$ cat src/rtl/dbq_pkg.sv
package dbq_pkg;
  typedef enum logic [1:0] {
    MODE_SPLIT = 2'b00,
    MODE_BCD   = 2'b01,
    MODE_BIQ   = 2'b10,
    MODE_RSVD  = 2'b11
  } mode_e;

  localparam int unsigned QUIN_W    = 3;
  localparam int unsigned QUIN_LAST = 4;
  localparam int unsigned NIB_W     = QUIN_W + 1;
endpackage

$ cat src/rtl/dbq_fall_sync.sv
module dbq_fall_sync #(
  parameter int unsigned SYNC_STAGES = 2
) (
  input  logic clk_i,
  input  logic rst_ni,
  input  logic d_i,
  output logic fall_o
);
  logic [SYNC_STAGES-1:0] sync_q;
  logic                   prev_q;

  // reset to 0 so a high input at reset release makes no false strobe
  always_ff @(posedge clk_i or negedge rst_ni) begin
    if (!rst_ni) begin
      sync_q <= '0;
      prev_q <= 1'b0;
    end else begin
      sync_q <= {sync_q[SYNC_STAGES-2:0], d_i};
      prev_q <= sync_q[SYNC_STAGES-1];
    end
  end

  assign fall_o = prev_q & ~sync_q[SYNC_STAGES-1];
endmodule

$ cat src/rtl/dbq_quin.sv
module dbq_quin
  import dbq_pkg::*;
(
  input  logic              clk_i,
  input  logic              rst_ni,
  input  logic              clr_i,
  input  logic              stb_i,
  output logic [QUIN_W-1:0] q_o
);
  logic [QUIN_W-1:0] q_q;

  // any state at or above the last one returns to 0
  always_ff @(posedge clk_i or negedge rst_ni) begin
    if (!rst_ni)     q_q <= '0;
    else if (clr_i)  q_q <= '0;
    else if (stb_i)  q_q <= (q_q >= QUIN_W'(QUIN_LAST)) ? '0 : q_q + 1'b1;
  end

  assign q_o = q_q;
endmodule

$ cat src/rtl/dbq_unit.sv
module dbq_unit
  import dbq_pkg::*;
(
  input  logic             clk_i,
  input  logic             rst_ni,
  input  logic             clr_i,
  input  logic [1:0]       mode_i,
  input  logic             stb_a_i,
  input  logic             stb_b_i,
  output logic [NIB_W-1:0] q_o,
  output logic             tc_o
);
  mode_e             mode_eff;
  logic              bit_q;
  logic [QUIN_W-1:0] quin;
  logic              stb_bit, stb_quin, quin_wrap, tc_d, tc_q;

  assign mode_eff = (mode_i == MODE_RSVD) ? MODE_SPLIT : mode_e'(mode_i);

  assign stb_quin  = (mode_eff == MODE_BCD) ? (stb_a_i & bit_q) : stb_b_i;
  assign quin_wrap = stb_quin & quin[QUIN_W-1];
  assign stb_bit   = (mode_eff == MODE_BIQ) ? quin_wrap : stb_a_i;

  always_comb begin
    unique case (mode_eff)
      MODE_BCD: tc_d = quin_wrap;
      MODE_BIQ: tc_d = quin_wrap & bit_q;
      default:  tc_d = 1'b0;
    endcase
  end

  always_ff @(posedge clk_i or negedge rst_ni) begin
    if (!rst_ni)       bit_q <= 1'b0;
    else if (clr_i)    bit_q <= 1'b0;
    else if (stb_bit)  bit_q <= ~bit_q;
  end

  always_ff @(posedge clk_i or negedge rst_ni) begin
    if (!rst_ni)     tc_q <= 1'b0;
    else if (clr_i)  tc_q <= 1'b0;
    else             tc_q <= tc_d;
  end

  dbq_quin u_quin (
    .clk_i  (clk_i),
    .rst_ni (rst_ni),
    .clr_i  (clr_i),
    .stb_i  (stb_quin),
    .q_o    (quin)
  );

  assign q_o  = {quin, bit_q};
  assign tc_o = tc_q;
endmodule

$ cat src/rtl/dual_biquinary_counter.sv
module dual_biquinary_counter
  import dbq_pkg::*;
#(
  parameter int unsigned NUM_UNITS   = 2,
  parameter int unsigned SYNC_STAGES = 2
) (
  input  logic                       clk_i,
  input  logic                       rst_ni,
  input  logic [NUM_UNITS-1:0]       cnt_a_i,
  input  logic [NUM_UNITS-1:0]       cnt_b_i,
  input  logic [NUM_UNITS-1:0]       clr_i,
  input  logic [2*NUM_UNITS-1:0]     mode_i,
  input  logic [NUM_UNITS-2:0]       link_i,
  output logic [NIB_W*NUM_UNITS-1:0] q_o,
  output logic [NUM_UNITS-1:0]       tc_o
);
  logic [NUM_UNITS-1:0] fall_a, fall_b, stb_a, stb_b, tc_w;

  for (genvar u = 0; u < NUM_UNITS; u++) begin : g_unit
    dbq_fall_sync #(.SYNC_STAGES(SYNC_STAGES)) u_sync_a (
      .clk_i (clk_i), .rst_ni (rst_ni), .d_i (cnt_a_i[u]), .fall_o (fall_a[u])
    );
    dbq_fall_sync #(.SYNC_STAGES(SYNC_STAGES)) u_sync_b (
      .clk_i (clk_i), .rst_ni (rst_ni), .d_i (cnt_b_i[u]), .fall_o (fall_b[u])
    );

    if (u == 0) begin : g_head
      assign stb_a[u] = fall_a[u];
      assign stb_b[u] = fall_b[u];
    end else begin : g_chain
      assign stb_a[u] = link_i[u-1] ? tc_w[u-1] : fall_a[u];
      assign stb_b[u] = link_i[u-1] ? tc_w[u-1] : fall_b[u];
    end

    dbq_unit u_unit (
      .clk_i   (clk_i),
      .rst_ni  (rst_ni),
      .clr_i   (clr_i[u]),
      .mode_i  (mode_i[2*u +: 2]),
      .stb_a_i (stb_a[u]),
      .stb_b_i (stb_b[u]),
      .q_o     (q_o[NIB_W*u +: NIB_W]),
      .tc_o    (tc_w[u])
    );
  end

  assign tc_o = tc_w;
endmodule

$ cat config.mk
export PLATFORM = sky130hd
export DESIGN_NAME = dual_biquinary_counter
export DESIGN_NICKNAME = d
export VERILOG_FILES = /design/src/rtl/dbq_pkg.sv /design/src/rtl/dbq_fall_sync.sv /design/src/rtl/dbq_quin.sv /design/src/rtl/dbq_unit.sv /design/src/rtl/dual_biquinary_counter.sv
export SDC_FILE = /design/constraint.sdc
export NUM_CORES = 1
export LEC_CHECK = 0
export ABC_AREA = 1
export CORE_MARGIN = 4
export CORE_UTILIZATION = 30
export DETAILED_ROUTE_END_ITERATION = 8
export HOLD_SLACK_MARGIN = 0.12
export PLACE_DENSITY = 0.61
export SLEW_MARGIN = 0
export SYNTH_ARGS = -nofsm -noshare
export SYNTH_HDL_FRONTEND = slang
export SYNTH_SLANG_ARGS = --single-unit
$ cat constraint.sdc
create_clock -name clk_i -period 1.2 [get_ports clk_i]
set_clock_uncertainty 0.2 [all_clocks]
set_input_delay 0.3 -clock clk_i [delete_from_list [all_inputs] [get_ports clk_i]]
set_output_delay 0.3 -clock clk_i [all_outputs]
set_load 0.005 [all_outputs]
==> impl_results.md <==
* Status: complete, but fails checks
* Failing checks: setup timing
* Period utilization at 112%
* Critical Path RT at 0.70 ns
* Detail Placement HPWL at 1430 um
* Multiplexer share of the synthesized area at 1.96%
* Mean Syn Cell Area at 10.1 sq um
* Slew @ Worst Pin at 0.217 ns
* Final hold viol count at 0
* Max-cap violations at 0
* F_max at 743 MHz
* Number of buffers created by CTS at 3
* Leading cell types in the layout, fill and taps excluded: dfrtp_1, inv_1, buf_2, buf_4
* First DRT Iteration DRCs at 21
* Post-synth top area share at 54.0%
* Final setup TNS at -1.85 ns
* CP Capture Type: output port
* Synth Register Bits at 22
* Netlist Area Pre-Place at 1020 sq um
* Setup CP Type: reg2out
* Synth Area in Adders at 9.82%
* Initial core utilization at 32.3%
* Clk sink count at 22
* Row count at 20
* Num ports at 23
* Warnings from Yosys at 0
* Final Critical Period at 1.35 ns
* CTS root buf: clkbuf_4
* Fin nets at 162
* Share of layout cells above drive strength 1 at 50.7%
* Worst VDD drop at 0.000510 V
* Fillers at 293
* RSZ-0062 raised after global routing: yes
* CP Data Arrival Time at 0.85 ns
* Insertion delay to the later sink of the worst-skew pair at 0.30 ns
* Netlist cell types at 18
* CTS max path bufs at 2
* Post-CTS Hold Buffers at 0
* Die height at 66.3 um
* Mapped Nets at 122
* Final Max Slew Viols at 0
* Setup crit start kind: flop
* # port buffers at 22
* Post-Synthesis Cells at 101
* Drt pass-1 iters at 4
* Leak pwr at 0.000758 uW
* Largest net degree at the start of global routing at 23
* Gpl congestion at 0.761
* Total wire length at 2030 um
* CP max stage cell: dfrtp_1
* Final core utilization at 50.7%
* Core region area at 3150 sq um
* CTS H-Tree Depth at 1
* Vias in the first global route at 923
* Final Setup Violations at 20
* Design area at 1600 sq um
* # diodes at 0
* Synthesis-to-finish area growth at 56.7%
* Placed cell area at 1400 sq um
* Leading cell type in the layout, fill and taps excluded: dfrtp_1
* Clk slew on worst S/H paths at 0.12 ns
* TritonCTS clock tree: yes
* Via density at 4.43
* CP top delay family: flip-flops
* Largest family of logic cells by synthesized area: simple AND/OR/NAND/NOR gates
* Sequential share of the synthesized area at 54.0%
* Hold WC Path Type: in2async
* Die ar. at 4400 sq um
* WL per Instance at 11.1 um
* Top post-synthesis cells by area: dfrtp_1, ha_1, inv_1
* Headroom to the max-slew limit at 85.5%
* Aggregate global-route resource usage at 11.2%
* Crit path cell chain: buf_2
* Pwr dens at 934 nW/um^2
* Grt ovf at 0
* DR vias at 815
* Remaining DRCs at 0
* Compound-Gate Fraction of Synth Area at 4.17%
* Crit-path max FO at 3
* Die Wd at 66.3 um
* First-pass GRT wire length at 3840 um
* Detail Route Antenna Nets at 0
* Area leader, netlist: dfrtp_1
* Initial antenna violation count at 0
* Crit path buf inv count at 1
* Slowest stage delay, CP at 0.42 ns
* Synth Area in Simple Gates at 19.0%
* Post-Synth XOR/XNOR Area at 0%
* Final worst setup slack at -0.147 ns
## stage by stage
stage / hold WS [ns] / worst slack, ns / power [uW] / instances
2_1_floorplan: -0.196 / -0.0926 / 910 / 101
3_3_place_gp: 0.131 / -0.738 / 1040 / 173
3_5_place_dp: 0.137 / -0.778 / 1050 / 173
4_1_cts: 0.128 / -0.163 / 1500 / 184
5_1_grt: 0.109 / -0.208 / 1590 / 184
6_report: 0.128 / -0.147 / 1490 / 184
## per-layer routing
layer / global-route usage, % / vias to the layer above / wire, um
li1: - / 399 / -
met1: 11.9 / 401 / 827
met2: 21.8 / 13 / 1110
met3: 2.04 / 2 / 71
met4: 3.05 / 0 / 21
met5: 0 / - / 0
## cell usage after synthesis
cell type / instances
dfrtp_1: 22
inv_1: 22
nand2_1: 12
ha_1: 8
nand3_1: 6
buf_4: 4
a21oi_1: 3
nand2_2: 3
nand3_2: 3
nand4_1: 3
nor2_1: 3
o21ai_0: 3
mux2i_1: 2
nand3b_1: 2
o22ai_1: 2
nor2_2: 1
nor4_1: 1
nor4_2: 1
## cells by family after synthesis
| logic type | after synthesis |
|---|---|
| buf+inv | 26 |
| compound gates | 8 |
| flops | 22 |
| simple gates | 35 |
| mux | 2 |
| fa+ha+maj | 8 |
## final cells by class
| class | instances | area (sq um) | area share [%] |
|---|---|---|---|
| multi-input combinational | 53 | 531 | 33.2 |
| timing repair buffer | 39 | 325 | 20.4 |
| tap | 44 | 55.1 | 3.45 |
| inverter | 22 | 100 | 6.26 |
| sequential | 22 | 551 | 34.5 |
| clock buffer | 4 | 36.3 | 2.27 |
## final timing paths
path                                                start                        endpoint  slack (ns)  cells past startpoint
min in group clk_i           g_unit[0].u_sync_b.sync_q[0]    g_unit[0].u_sync_b.sync_q[1]        0.16                      0
min                                                rst_ni           g_unit[1].u_unit.tc_o        0.13                      2
min reg2reg                  g_unit[0].u_sync_b.sync_q[0]    g_unit[0].u_sync_b.sync_q[1]        0.16                      0
max in group asynchronous                          rst_ni  g_unit[0].u_unit.u_quin.q_o[2]        0.53                      2
max reg2reg                  g_unit[0].u_sync_a.sync_q[1]          g_unit[0].u_unit.bit_q       -0.12                      8
max                        g_unit[1].u_unit.u_quin.q_o[1]                          q_o[6]       -0.15                      1
## report_power, final
part	switching [uW]	internal (uW)
logic	149	150
clock network	215	185
registers	17.6	776
## sequential cells by signal, indices dropped and copies added, names as in the netlist
name	cells
g_unit.u_unit.u_quin.q_o	6
g_unit.u_unit.tc_o	2
g_unit.u_sync_a.prev_q	2
g_unit.u_sync_a.sync_q	4
g_unit.u_sync_b.prev_q	2
g_unit.u_sync_b.sync_q	4
g_unit.u_unit.bit_q	2
## worst register-to-register path: stages, from the launching register on
cell	delay (ns)
dfrtp_1	0.43
nor2_4	0.13
nand3_4	0.10
nand2_4	0.10
nand3_2	0.07
nand2_2	0.07
nand2_2	0.04
nand2_1	0.05
nor2_1	0.04
## repair_timing
action,in CTS,in global routing
setup endpoints to repair,20,20
hold endpoints to repair,0,12
buffers inserted,8,0
gates resized for setup,83,10
pin swaps,13,9
Note: power is estimated with default switching activity, not from simulation.
